--- src/rtl/tcr_pkg.sv ---
package tcr_pkg;

    parameter int CNT_W  = 16;
    parameter int BYTE_W = 8;
    parameter int ADDR_W = 3;
    parameter int NPINS  = 2;

    localparam int NB       = CNT_W / BYTE_W;
    localparam int CNT_BASE = 0;
    localparam int CAP_BASE = NB;
    localparam int CTL_ADDR = 2 * NB;
    localparam int PIN_CNT  = 0;
    localparam int PIN_TRG  = 1;

    typedef logic [CNT_W-1:0]  cnt_t;
    typedef logic [BYTE_W-1:0] byte_t;
    typedef logic [ADDR_W-1:0] addr_t;

    localparam cnt_t CNT_MAX = '1;

    typedef struct packed {
        logic ext_f;
        logic ovf_f;
        logic spare;
        logic down;
        logic cap_mode;
        logic trg_en;
        logic evt_sel;
        logic run;
    } ctrl_t;

    function automatic logic in_window(addr_t a, int base, int len);
        return (int'(a) >= base) && (int'(a) < base + len);
    endfunction

    function automatic byte_t byte_of(cnt_t v, int idx);
        return v[idx*BYTE_W +: BYTE_W];
    endfunction

endpackage

--- src/rtl/tcr_edge.sv ---
module tcr_edge (
    input  logic clk,
    input  logic rst,
    input  logic tick,
    input  logic pin,
    output logic fall
);
    logic smp_q;

    always_ff @(posedge clk) begin
        if (rst)       smp_q <= 1'b0;
        else if (tick) smp_q <= pin;
    end

    assign fall = tick & smp_q & ~pin;

    // the stored sample only moves on a tick
    p_sample_hold_r3: assert property (@(posedge clk) disable iff (rst)
        !tick |=> $stable(smp_q));
endmodule

--- src/rtl/tcr_core.sv ---
module tcr_core
    import tcr_pkg::*;
(
    input  logic  clk,
    input  logic  rst,
    input  logic  tick,
    input  logic  cnt_fall,
    input  logic  trg_fall,
    input  logic  run,
    input  logic  evt_sel,
    input  logic  trg_en,
    input  logic  cap_mode,
    input  logic  down,
    input  logic  wr_en,
    input  addr_t wr_addr,
    input  byte_t wr_data,
    output cnt_t  cnt_q,
    output cnt_t  cap_q,
    output logic  ovf_set,
    output logic  ext_set
);
    logic step, trg_evt, cnt_wr, cap_wr, ovf_raw;
    cnt_t cnt_adv, cnt_d, cap_adv, cap_d;

    assign step    = run & tick & (evt_sel ? cnt_fall : 1'b1);
    assign trg_evt = trg_en & trg_fall;
    assign cnt_wr  = wr_en & in_window(wr_addr, CNT_BASE, NB);
    assign cap_wr  = wr_en & in_window(wr_addr, CAP_BASE, NB);

    always_comb begin
        cnt_adv = cnt_q;
        cap_adv = cap_q;
        ovf_raw = 1'b0;
        ext_set = 1'b0;
        if (cap_mode) begin
            if (trg_evt) begin
                cap_adv = cnt_q;
                ext_set = 1'b1;
            end
            if (step) begin
                cnt_adv = cnt_q + 1'b1;
                ovf_raw = (cnt_q == CNT_MAX);
            end
        end else if (trg_evt) begin
            cnt_adv = cap_q;
            ext_set = 1'b1;
        end else if (step) begin
            if (down) begin
                if (cnt_q == cap_q) begin
                    cnt_adv = CNT_MAX;
                    ovf_raw = 1'b1;
                end else begin
                    cnt_adv = cnt_q - 1'b1;
                end
            end else begin
                if (cnt_q == CNT_MAX) begin
                    cnt_adv = cap_q;
                    ovf_raw = 1'b1;
                end else begin
                    cnt_adv = cnt_q + 1'b1;
                end
            end
        end
    end

    assign ovf_set = ovf_raw & ~cnt_wr;

    always_comb begin
        cnt_d = cnt_wr ? cnt_q : cnt_adv;
        cap_d = cap_wr ? cap_q : cap_adv;
        for (int b = 0; b < NB; b++) begin
            if (wr_en && int'(wr_addr) == CNT_BASE + b) cnt_d[b*BYTE_W +: BYTE_W] = wr_data;
            if (wr_en && int'(wr_addr) == CAP_BASE + b) cap_d[b*BYTE_W +: BYTE_W] = wr_data;
        end
    end

    always_ff @(posedge clk) begin
        if (rst) begin
            cnt_q <= '0;
            cap_q <= '0;
        end else begin
            cnt_q <= cnt_d;
            cap_q <= cap_d;
        end
    end

    p_idle_hold_r2: assert property (@(posedge clk) disable iff (rst)
        (!tick && !wr_en) |=> $stable(cnt_q));

    p_wrap_zero_r4: assert property (@(posedge clk) disable iff (rst)
        (cap_mode && step && cnt_q == CNT_MAX && !cnt_wr) |=> (cnt_q == '0));

    p_capture_r5: assert property (@(posedge clk) disable iff (rst)
        (cap_mode && trg_evt && !cap_wr) |=> (cap_q == $past(cnt_q)));

    p_reload_up_r6: assert property (@(posedge clk) disable iff (rst)
        (!cap_mode && !down && step && !trg_evt && cnt_q == CNT_MAX && !cnt_wr && !cap_wr)
        |=> (cnt_q == $past(cap_q)));

    p_reload_down_r7: assert property (@(posedge clk) disable iff (rst)
        (!cap_mode && down && step && !trg_evt && cnt_q == cap_q && !cnt_wr)
        |=> (cnt_q == CNT_MAX));

    p_trg_load_r8: assert property (@(posedge clk) disable iff (rst)
        (!cap_mode && trg_evt && !cnt_wr && !cap_wr) |=> (cnt_q == $past(cap_q)));

    p_write_wins_r9: assert property (@(posedge clk) disable iff (rst)
        (wr_en && wr_addr == addr_t'(CNT_BASE))
        |=> (cnt_q[BYTE_W-1:0] == $past(wr_data) && $stable(cnt_q[CNT_W-1:BYTE_W])));
endmodule

--- src/rtl/tmr16_capreload.sv ---
module tmr16_capreload
    import tcr_pkg::*;
(
    input  logic              clk,
    input  logic              rst,
    input  logic              mc_tick,
    input  logic              ext_cnt_in,
    input  logic              ext_trg_in,
    input  logic              wr_en,
    input  logic [ADDR_W-1:0] wr_addr,
    input  logic [BYTE_W-1:0] wr_data,
    input  logic [ADDR_W-1:0] rd_addr,
    output logic [BYTE_W-1:0] rd_data,
    output logic              ovf_flag,
    output logic              ext_flag
);
    logic [NPINS-1:0] pins, falls;
    ctrl_t ctrl_q;
    cnt_t  cnt_q, cap_q;
    logic  ovf_set, ext_set, ctl_wr;

    assign pins[PIN_CNT] = ext_cnt_in;
    assign pins[PIN_TRG] = ext_trg_in;

    for (genvar g = 0; g < NPINS; g++) begin : g_smp
        tcr_edge u_edge (
            .clk  (clk),
            .rst  (rst),
            .tick (mc_tick),
            .pin  (pins[g]),
            .fall (falls[g])
        );
    end

    tcr_core u_core (
        .clk      (clk),
        .rst      (rst),
        .tick     (mc_tick),
        .cnt_fall (falls[PIN_CNT]),
        .trg_fall (falls[PIN_TRG]),
        .run      (ctrl_q.run),
        .evt_sel  (ctrl_q.evt_sel),
        .trg_en   (ctrl_q.trg_en),
        .cap_mode (ctrl_q.cap_mode),
        .down     (ctrl_q.down),
        .wr_en    (wr_en),
        .wr_addr  (wr_addr),
        .wr_data  (wr_data),
        .cnt_q    (cnt_q),
        .cap_q    (cap_q),
        .ovf_set  (ovf_set),
        .ext_set  (ext_set)
    );

    assign ctl_wr = wr_en && (int'(wr_addr) == CTL_ADDR);

    always_ff @(posedge clk) begin
        if (rst) begin
            ctrl_q <= '0;
        end else if (ctl_wr) begin
            ctrl_q <= ctrl_t'(wr_data);
        end else begin
            if (ovf_set) ctrl_q.ovf_f <= 1'b1;
            if (ext_set) ctrl_q.ext_f <= 1'b1;
        end
    end

    always_comb begin
        rd_data = '0;
        for (int b = 0; b < NB; b++) begin
            if (int'(rd_addr) == CNT_BASE + b) rd_data = byte_of(cnt_q, b);
            if (int'(rd_addr) == CAP_BASE + b) rd_data = byte_of(cap_q, b);
        end
        if (int'(rd_addr) == CTL_ADDR) rd_data = ctrl_q;
    end

    assign ovf_flag = ctrl_q.ovf_f;
    assign ext_flag = ctrl_q.ext_f;

    p_ovf_sticky_r11: assert property (@(posedge clk) disable iff (rst)
        (ovf_flag && !ctl_wr) |=> ovf_flag);

    p_ext_sticky_r11: assert property (@(posedge clk) disable iff (rst)
        (ext_flag && !ctl_wr) |=> ext_flag);

    p_ctl_load_r11: assert property (@(posedge clk) disable iff (rst)
        ctl_wr |=> (ctrl_q == $past(wr_data)));
endmodule

--- config.mk ---
export PLATFORM = sky130hd
export DESIGN_NAME = tmr16_capreload
export DESIGN_NICKNAME = d
export VERILOG_FILES = /design/src/rtl/tcr_pkg.sv /design/src/rtl/tcr_edge.sv /design/src/rtl/tcr_core.sv /design/src/rtl/tmr16_capreload.sv
export SDC_FILE = /design/constraint.sdc
export NUM_CORES = 1
export LEC_CHECK = 0
export CAP_MARGIN = 20
export CORE_UTILIZATION = 55
export CTS_BUF_LIST = sky130_fd_sc_hd__clkbuf_4 sky130_fd_sc_hd__clkbuf_8
export DETAILED_ROUTE_END_ITERATION = 6
export PLACE_DENSITY = 0.82
export SETUP_SLACK_MARGIN = 0.4
export SLEW_MARGIN = 20
export SYNTH_ARGS = -nofsm -noshare
export SYNTH_HDL_FRONTEND = slang
export SYNTH_SLANG_ARGS = --single-unit
--- constraint.sdc ---
create_clock -name clk -period 2.1 [get_ports clk]
set_input_delay 0.315 -clock clk [delete_from_list [all_inputs] [get_ports clk]]
set_output_delay 0.315 -clock clk [all_outputs]
set_load 0.05 [all_outputs]
==> impl_metrics.tcl, run 1 <==
set metrics [dict create \
    die_x_um 81.8 \
    dr.first_iter.drc_count 1447 \
    cp-endpoint "u_core.cnt_q[15]$_SDFFE_PP0P_" \
    antenna_found_initial 1 \
    synth-seq-area-share_pct 24.0 \
    crit_fanout 6 \
    r2r-start "u_core.cnt_q[5]$_SDFFE_PP0P_" \
    wirelength_um 21600 \
    htreeDepth 2 \
    drive_above_1_share_pct 45.4 \
    reg2reg_depth 8 \
    syn-num-nets 478 \
    hold_class "in -> reg" \
    numCtsBuffers 5 \
    grt_usage_pct 51.8 \
    path_class "reg -> reg" \
    clock_skew_ns 0.0181 \
    rrSetupSlack_ns -0.16 \
    routed_via_density 7.91 \
    cts_tree "yes" \
    path_depth 8 \
    synthToLayoutAreaGrowth_pct 60.1 \
    worst-path-buf-inv 2 \
    synthCells 456 \
    drt-pass1-iter-count 7 \
    ant_nets 0 \
    synth_area_sq_mm 0.00350 \
    cp-start-kind "flip-flop" \
    rows 28 \
    yosysTopAreaCellShare_pct 24.0 \
    fillers 207 \
    leakage_nw 2.33 \
    crit_required_ns 2.26 \
    clock_latency_ns 0.33 \
    rsz0062_at_grt "yes" \
    timing.final.ws_setup_ns -0.156 \
    ir_worst_vdd_mv 0.376 \
    critical_path.top_delay_family "simple AND/OR/NAND/NOR gates" \
    final-instance-count-excl-fill 672 \
    final_nets 618 \
    place_inst 636 \
    yosys_warnings 0 \
    slowest_delay_ns 0.41 \
    timing.rr.end "u_core.cnt_q[15]$_SDFFE_PP0P_" \
    io_buffers 29 \
    clkSinkCount 42 \
    ys_types 59 \
    crit_start "u_core.cnt_q[5]$_SDFFE_PP0P_" \
    grt_overflow 0 \
    multi_input_area_sq_mm 0.00288 \
    place_congestion 1.13 \
    drt-wirelength-per-cell_um 32.1 \
    core_sq_mm 0.00603 \
    finalSetupViolCount 13 \
    die_h_um 81.8 \
    status "finished, violations left" \
    synth_flop_cell "dfxtp_1" \
    p_per_area_mw_per_mm2 394 \
    timing_hold_violations_final 0 \
    antenna_cells 0 \
    maxCapViolations 0 \
    fin_setup_tns_ns -0.789 \
    worstMarginPinSlew_ns 0.717 \
    finalCriticalPeriod_ns 2.26 \
    avgSynthCellArea_sq_um 7.68 \
    fmax_mhz 443 \
    worstPathArrival_ns 2.42 \
    synth-edff-count 0 \
    initial_core_util_pct 58.1 \
    cpMaxStageDelayCell "dfxtp_4" \
    cp-end-kind "flip-flop" \
    grt_pass1_vias 4563 \
    hpwlAfterDp_um 11500 \
    cts-root-buf "clkbuf_8" \
    ios 30 \
    path_cells "buf_4, nor4_2, nand4b_1, buf_4, nor3_2, xnor2_1, a21o_1, a31oi_1" \
    grt_max_degree 22 \
    finalCritPeriodShare_pct 107 \
    ys_ff_latch 42 \
    violations "DRC, setup timing" \
    dr_total_vias 5316 \
    synth.largest_area_cell "dfxtp_1" \
    register_area_sq_um 892 \
    drv_slew 0 \
    drc 394 \
    die_area_sq_mm 0.00669 \
    clkTransAtPathRegs_ns 0.11 \
    cpMostUsedCell "buf_4" \
    grt_pass1_wl_um 24700 \
    synth.area.top_cells "dfxtp_1 24%, xor2_1 6.0%, nor2_1 5.6%, a21oi_1 5.1%, mux2i_1 5.1%" \
    clock_path_buffers 2 \
    slew_headroom_pct 51.9 \
    synthArstFlopShare_pct 0 \
]
[cell type report]
class,count,area share [%]
Multi-Input combinational cell,358,51.3
Timing Repair Buffer,170,28.2
Sequential cell,42,15.9
Tap cell,75,1.67
Inverter,19,1.32
Clock buffer,5,1.23
Clock inverter,3,0.424
[sequential cells by signal (all words and copies together), names as in the netlist]
name / flops
ovf_flag: 1
ext_flag: 1
ctrl_q: 6
u_core.cnt_q: 16
u_core.cap_q: 16
g_smp.u_edge.smp_q: 2
[cells in the mapped netlist, types with 7 or more instances]
library cell   n
a211oi_1      15
a21oi_1       36
a31oi_1       12
buf_2          9
clkbuf_1      24
dfxtp_1       42
inv_1         19
mux2i_1       18
mux4_2         8
nand2_1       42
nand3_1       10
nor2_1        52
nor3_1        11
nor4_1         7
o21ai_0       19
xnor2_1       11
xor2_1        24
[per-layer routing]
metal	wire, um	vias up	GRT usage (%)
met5	80	-	1.67
met4	2810	4	34.0
met3	3720	342	19.9
met2	8290	717	77.6
met1	6670	2290	61.1
li1	-	1963	-
[layout by cell type (no fill, tap or decap), types with 10 or more instances in the layout]
cell type	Yosys	routed
clkdlybuf4s50_1	0	12
xor2_1	24	23
buf_12	0	11
dfxtp_1	42	21
nor2_1	52	48
buf_6	3	24
mux2i_1	18	18
buf_4	0	111
dfxtp_4	0	10
nand2_1	42	39
a21oi_1	36	33
dfxtp_2	0	11
[power by group]
group / internal (W) / switching (W)
clock network: 0.000239 / 0.000379
registers: 0.000806 / 0.0000302
logic: 0.000329 / 0.000423
total: 0.00138 / 0.000832
[worst min-delay path by stage]
stage	from	to	slack, ns	depth (start not counted)
after CTS	ext_trg_in	g_smp[1].u_edge.smp_q$_SDFFE_PP0P_	0.45	3
after global placement	ctrl_q[5]$_SDFFE_PP0P_	ctrl_q[5]$_SDFFE_PP0P_	0.46	2
after floorplan	ctrl_q[5]$_SDFFE_PP0P_	ctrl_q[5]$_SDFFE_PP0P_	0.44	2
after global routing	ext_trg_in	g_smp[1].u_edge.smp_q$_SDFFE_PP0P_	0.47	3
after detailed placement	ctrl_q[5]$_SDFFE_PP0P_	ctrl_q[5]$_SDFFE_PP0P_	0.46	2
final	ext_trg_in	g_smp[1].u_edge.smp_q$_SDFFE_PP0P_	0.46	3
[worst min-delay path, cell delays in order]
cell and delay (ns):
dlygate4sd2_1 0.24, mux2i_1 0.10, nor2_1 0.09
[kinds of logic after synthesis]
| logic type | after synthesis | synth area share [%] |
|---|---|---|
| compound gates | 131 | 24.4 |
| xor+xnor | 35 | 8.75 |
| fa+ha+maj | 2 | 0.714 |
| buf+inv | 57 | 7.07 |
| flops | 42 | 24.0 |
| mux | 26 | 10.3 |
| simple gates | 163 | 24.7 |
[through the flow]
step | setup WS [ns] | utilization [%] | instance area (sq um) | total power [W] | hold WS (ns)
6_report | -0.156 | 93.1 | 5610 | 0.00221 | 0.455
5_1_grt | -0.266 | 93.1 | 5610 | 0.00223 | 0.470
4_1_cts | 0.0381 | 87.0 | 5240 | 0.00201 | 0.447
3_5_place_dp | -0.241 | 79.3 | 4780 | 0.00142 | 0.465
3_3_place_gp | -0.234 | 79.3 | 4780 | 0.00140 | 0.461
2_1_floorplan | 0.0965 | - | 3650 | 0.00116 | 0.437
[timing repair]
| action | 4_1_cts | 5_1_grt |
|---|---|---|
| setup endpoints to repair | 43 | 39 |
| gates cloned | 4 | 0 |
| hold buffers | 0 | 0 |
| setup buffers | 14 | 10 |
| pin swaps | 30 | 34 |
| resized for setup | 81 | 68 |
Power figures use the tool's default switching activity.
==> run 2, diff against run 1 <==
Settings changed: CELL_PAD_IN_SITES_DETAIL_PLACEMENT set to 0, CELL_PAD_IN_SITES_GLOBAL_PLACEMENT set to 1, CORE_UTILIZATION 55 to 40, PLACE_DENSITY 0.82 to 0.81.
==> run 2 against run 1 <==
Compared with the run above:
- the flow now finishes without violations
- critical path type unchanged
- highest routed layer is now met4
- core utilization is 23 points lower
- routed wire length is 26% lower
- worst setup slack better by 0.18 ns
- combinational power is 9.0% lower
- hold slack worse by 0.13 ns
- final cell count is 7.3% higher
- total power is 0.30% higher
- critical endpoint is now u_core.cnt_q[8]$_SDFFE_PP0P_
- clock-buffer cell count is 1 higher
- non-clock buffer count is 20 higher
- die area is 37% higher
- register-to-register slack better by 0.18 ns
- clock skew is 0.0077 ns lower
==> impl_metrics.tcl, run 2 (synthesis results as in run 1) <==
set metrics [dict create \
    status "complete, no violations" \
    grt_max_degree 27 \
    place_congestion 1.02 \
    cp-end-kind "flip-flop" \
    antenna_cells 0 \
    path_class "reg -> reg" \
    combPwrFrac_pct 30.9 \
    fillers 646 \
    p_seq_share_pct 37.5 \
    core_sq_mm 0.00834 \
    drv_slew 0 \
    clkSinkCount 42 \
    grt_pass1_wl_um 23100 \
    intPower_w 0.00152 \
    worstPathArrival_ns 2.26 \
    clkTransAtPathRegs_ns 0.08 \
    rows 33 \
    finalCriticalPeriod_ns 2.08 \
    final_common_cell "buf_4" \
    clock_skew_ns 0.0104 \
    io_buffers 29 \
    hold_start "ext_trg_in" \
    final-instance-count-excl-fill 721 \
    wirelength_um 16000 \
    fin_setup_tns_ns 0 \
    drc 0 \
    grt_pass1_vias 4224 \
    die_h_um 95.6 \
    finalCritPeriodShare_pct 98.9 \
    rrSetupSlack_ns 0.02 \
    worstMarginPinSlew_ns 0.525 \
    grt_overflow 0 \
    ir_worst_vdd_mv 0.257 \
    drt-wirelength-per-cell_um 22.2 \
    leakage_nw 2.45 \
    timing.rr.end "u_core.cnt_q[8]$_SDFFE_PP0P_" \
    ant_nets 0 \
    clkPwrFrac_pct 31.6 \
    final_cell_mix "123 x buf_4, 49 x nor2_1, 40 x nand2_1" \
    maxCapViolations 0 \
    antenna_found_initial 0 \
    hold_class "in -> reg" \
    reg2reg_depth 8 \
    dr_total_vias 4537 \
    timing_hold_violations_final 0 \
    drt-pass1-iter-count 6 \
    min_path_cells 3 \
    switching_share_pct 31.3 \
    cts-root-buf "clkbuf_8" \
    initial_core_util_pct 42.0 \
    place_inst 670 \
    finalSetupViolCount 0 \
    routed_via_density 6.29 \
    fmax_mhz 481 \
    crit_fanout 5 \
    p_per_area_mw_per_mm2 380 \
    reg.largest.list "u_core.cap_q: 16 flops, u_core.cnt_q: 16 flops, ctrl_q: 6 flops" \
    cts_tree "yes" \
    p_switching_w 0.000692 \
    htreeDepth 2 \
    worstHoldEndpoint "g_smp[1].u_edge.smp_q$_SDFFE_PP0P_" \
    die_x_um 95.6 \
    hold_buffers 0 \
    drive_above_1_share_pct 45.6 \
    hpwlAfterDp_um 11400 \
    multi_input_area_sq_mm 0.00282 \
    design_area_sq_mm 0.00583 \
    numCtsBuffers 5 \
    die_area_sq_mm 0.00914 \
    grt_usage_pct 34.9 \
    slew_headroom_pct 64.9 \
    register_area_sq_um 883 \
    clock_latency_ns 0.31 \
    place_area_sq_mm 0.00487 \
    synthToLayoutAreaGrowth_pct 66.4 \
    rsz0062_at_grt "yes" \
    final_nets 638 \
    dr.first_iter.drc_count 414 \
    ios 30 \
    r2r-start "u_core.cnt_q[0]$_SDFFE_PP0P_" \
    crit_required_ns 2.28 \
    cp-start-kind "flip-flop" \
    clock_path_buffers 2 \
]
## run 2: cell count changes in the layout (fill, tap and decap cells not counted), moves of 4 or more
cell / before / now
dfxtp_2: 11 / 7
o21ai_0: 5 / 9
buf_4: 111 / 123
buf_6: 24 / 29
o21ai_1: 5 / 1
dfxtp_1: 21 / 26
## run 2: what timing repair did
| item | CTS | global route |
|---|---|---|
| endpoints found under the setup margin | 43 | 41 |
| pin swaps | 35 | 26 |
| cloned | 4 | 1 |
| gates resized for setup | 90 | 50 |
| setup buffers | 23 | 16 |
## run 2: through the flow
step	worst slack [ns]	total power (W)	utilization [%]	hold WS, ns
5_1_grt	-0.0538	0.00227	69.9	0.364
2_1_floorplan	0.0965	0.00116	-	0.437
3_3_place_gp	-0.204	0.00140	58.4	0.455
6_report	0.0225	0.00221	69.9	0.322
4_1_cts	0.0421	0.00214	66.1	0.481
3_5_place_dp	-0.212	0.00141	58.4	0.468
## run 2: area by class of cell
cell class,instances,area share (%)
multi-input cells,358,48.5
flip-flops and latches,42,15.2
repair buffers,190,30.9
clock buffers,6,1.42
inverters,19,1.27
clock inverters,1,0.515
well taps,105,2.25
## run 2: power by group through the flow
stage / Combinational [W] / Clock [W] / Sequential (W)
floorplan: 0.000306 / 0 / 0.000851
global placement: 0.000549 / 0 / 0.000855
detailed placement: 0.000555 / 0 / 0.000855
CTS: 0.000615 / 0.000688 / 0.000832
global route: 0.000717 / 0.000719 / 0.000832
finish: 0.000684 / 0.000700 / 0.000830
## run 2: how the worst max path moves through the flow
stage	startpoint	to	slack [ns]
2_1_floorplan	u_core.cnt_q[0]$_SDFFE_PP0P_	u_core.cnt_q[10]$_SDFFE_PP0P_	0.1
3_3_place_gp	mc_tick	ovf_flag$_SDFFE_PP0P_	-0.20
3_5_place_dp	mc_tick	ovf_flag$_SDFFE_PP0P_	-0.21
4_1_cts	u_core.cnt_q[0]$_SDFFE_PP0P_	u_core.cnt_q[8]$_SDFFE_PP0P_	0.04
5_1_grt	u_core.cnt_q[1]$_SDFFE_PP0P_	u_core.cnt_q[11]$_SDFFE_PP0P_	-0.05
6_report	u_core.cnt_q[0]$_SDFFE_PP0P_	u_core.cnt_q[8]$_SDFFE_PP0P_	0.02
## run 2: worst max-delay path, stage by stage (launching register included)
cell	delay, ns
dfxtp_4	0.37
inv_4	0.07
ha_4	0.13
or4b_4	0.55
nor4_4	0.30
xnor2_1	0.15
a32oi_1	0.11
a211oi_1	0.20
a211oi_1	0.06
## run 2: per-layer routing
metal  wire length, um  vias to the layer above  track usage (%)
met5                 0                        -                0
li1                  -                     2008                -
met3              1660                       77             7.34
met2              7250                      312             56.1
met4               628                        0             13.1
met1              6430                     2140             45.6
==> run 3, diff against run 2 <==
Settings changed: REMOVE_ABC_BUFFERS set to 1.
==> run 3 against run 2 <==
Compared with the run above:
- combinational power is 14% higher
- critical path depth is 1 higher
- core utilization is 5.4 points higher
- final cell count is 1.5% higher
- non-clock buffer count is 11 higher
- via count is 4.2% higher
- the run now ends with DRC, setup timing left
- highest routed layer is now met5
- clock power is 21% higher
- clock skew is 0.0099 ns higher
- largest cell class unchanged
- sequential power hardly changed
- fmax is 9.2% lower
- hold slack better by 0.15 ns
==> impl_metrics.tcl, run 3 (synthesis results as in run 1) <==
set metrics [dict create \
    status "finished, violations left" \
    violations "DRC, setup timing" \
    crit_required_ns 2.31 \
    design_area_sq_mm 0.00628 \
    cpMostUsedCell "a211oi_1" \
    slew_headroom_pct 60.5 \
    holdWs_ns 0.474 \
    core_sq_mm 0.00834 \
    drc 12 \
    grt_pass1_wl_um 24100 \
    final_common_cell "buf_4" \
    leakage_nw 2.57 \
    htreeDepth 2 \
    drive_above_1_share_pct 53.0 \
    worst-path-buf-inv 2 \
    cts-root-buf "clkbuf_8" \
    maxCapViolations 0 \
    grt_usage_pct 36.5 \
    switching_share_pct 31.1 \
    crit_fanout 4 \
    clock_skew_ns 0.0203 \
    reg.largest.list "u_core.cap_q: 16 flops, u_core.cnt_q: 16 flops, ctrl_q: 6 flops" \
    p_per_area_mw_per_mm2 392 \
    worstMarginPinSlew_ns 0.589 \
    finalCriticalPeriod_ns 2.29 \
    rsz0062_at_grt "yes" \
    clock_latency_ns 0.33 \
    dr_total_vias 4727 \
    slowest_delay_ns 0.50 \
    timing.final.ws_setup_ns -0.188 \
    clkTransAtPathRegs_ns 0.11 \
    grt_max_degree 22 \
    numCtsBuffers 5 \
    dr.first_iter.drc_count 496 \
    grt_pass1_vias 4447 \
    io_buffers 29 \
    post-place-ws_ns -0.305 \
    rows 33 \
    die_area_sq_mm 0.00914 \
    die_x_um 95.6 \
    final_cell_mix "123 x buf_4, 40 x nand2_1, 38 x nor2_1, 38 x buf_6, 23 x a21oi_1" \
    timing_hold_violations_final 0 \
    clock_path_buffers 2 \
    combPwrFrac_pct 31.8 \
    hpwlAfterDp_um 11200 \
    p_switching_w 0.000765 \
    cp-start-kind "flip-flop" \
    critical_path.top_delay_family "simple AND/OR/NAND/NOR gates" \
    place_area_sq_mm 0.00481 \
    place_congestion 1.08 \
    die_h_um 95.6 \
    worstPathArrival_ns 2.49 \
    clkSinkCount 42 \
    clkPwrFrac_pct 34.4 \
    drt-pass1-iter-count 7 \
    wirelength_um 17600 \
    antenna_found_initial 1 \
    hold_class "reg -> reg" \
    finalSetupViolCount 5 \
    cpMaxStageDelayCell "or4b_4" \
    hold_buffers 0 \
    drt-wirelength-per-cell_um 24.0 \
    antenna_cells 0 \
    path_cells "inv_2, ha_4, or4b_4, buf_6, nor4_4, xnor2_1, a32oi_1, a211oi_1, a211oi_1" \
    drv_slew 0 \
    path_class "reg -> reg" \
    grt_overflow 0 \
    cp-end-kind "flip-flop" \
    p_seq_share_pct 33.8 \
    ir_worst_vdd_mv 0.336 \
    intPower_w 0.00170 \
    ant_nets 0 \
    finalCritPeriodShare_pct 109 \
    initial_core_util_pct 42.0 \
    routed_via_density 6.46 \
    ios 30 \
    final_nets 648 \
    fmax_mhz 437 \
    cts_tree "yes" \
    synthToLayoutAreaGrowth_pct 79.2 \
    fillers 548 \
]
run 3: changes by cell type in the layout (fill, tap and decap cells not counted), moves of 7 or more:
cell       change
buf_6          +9
nor2_1        -11
clkbuf_16      +7
o21ai_2        +7
a21oi_1        -9
nor2_4        +11
run 3: final timing paths:
kind	startpoint	end	slack [ns]	depth (start not counted)
max	u_core.cnt_q[1]$_SDFFE_PP0P_	u_core.cnt_q[8]$_SDFFE_PP0P_	-0.19	9
min	ctrl_q[5]$_SDFFE_PP0P_	ctrl_q[5]$_SDFFE_PP0P_	0.47	2
max reg2reg	u_core.cnt_q[1]$_SDFFE_PP0P_	u_core.cnt_q[8]$_SDFFE_PP0P_	-0.19	9
min reg2reg	ctrl_q[5]$_SDFFE_PP0P_	ctrl_q[5]$_SDFFE_PP0P_	0.47	2
run 3: power by group through the flow:
| stage | clock network, W | registers (W) | logic (W) |
|---|---|---|---|
| final | 0.000847 | 0.000831 | 0.000783 |
| after CTS | 0.000833 | 0.000834 | 0.000651 |
| after floorplan | 0 | 0.000865 | 0.000231 |
| after detailed placement | 0 | 0.000856 | 0.000533 |
| after global placement | 0 | 0.000855 | 0.000529 |
| after global routing | 0.000862 | 0.000833 | 0.000812 |
run 3: final cells by class:
type                            instances  area (sq um)  share of cell area (%)
Clock buffer                            6          82.6                    1.32
Clock inverter                          2          60.1                   0.957
Inverter                               19          71.3                    1.14
Multi-Input combinational cell        357          3060                    48.7
Sequential cell                        42           890                    14.2
Tap cell                              105           131                    2.09
Timing Repair Buffer                  201          1990                    31.6
run 3: through the flow:
stage	setup TNS, ns	utilization, %	cells	total power, W
floorplan	-1.24	-	418	0.00110
global placement	-3.73	57.7	676	0.00138
detailed placement	-3.58	57.7	676	0.00139
CTS	0	68.3	711	0.00232
global route	-0.698	75.3	732	0.00251
finish	-0.324	75.3	732	0.00246
run 3: worst min-delay path, stage by stage, from the launching register on:
cell     delay, ns
dfxtp_1       0.32
nand2_1       0.05
a21oi_1       0.06
run 3: routing by layer:
layer / wire length [um] / global-route usage, % / share of wire, % / vias up
met2: 7990 / 58.6 / 46 / 354
met5: 46 / 0 / 0.26 / -
met1: 6510 / 45.2 / 37 / 2251
met4: 1100 / 18.7 / 6.3 / 4
met3: 1920 / 8.93 / 11 / 106
li1: - / - / - / 2012
run 3: what timing repair did:
| item | CTS | global route |
|---|---|---|
| gates cloned | 3 | 0 |
| endpoints found under the hold margin | 0 | 0 |
| gates resized for setup | 131 | 111 |
| setup buffers | 24 | 21 |
| pin swaps | 47 | 46 |
| endpoints found under the setup margin | 41 | 41 |
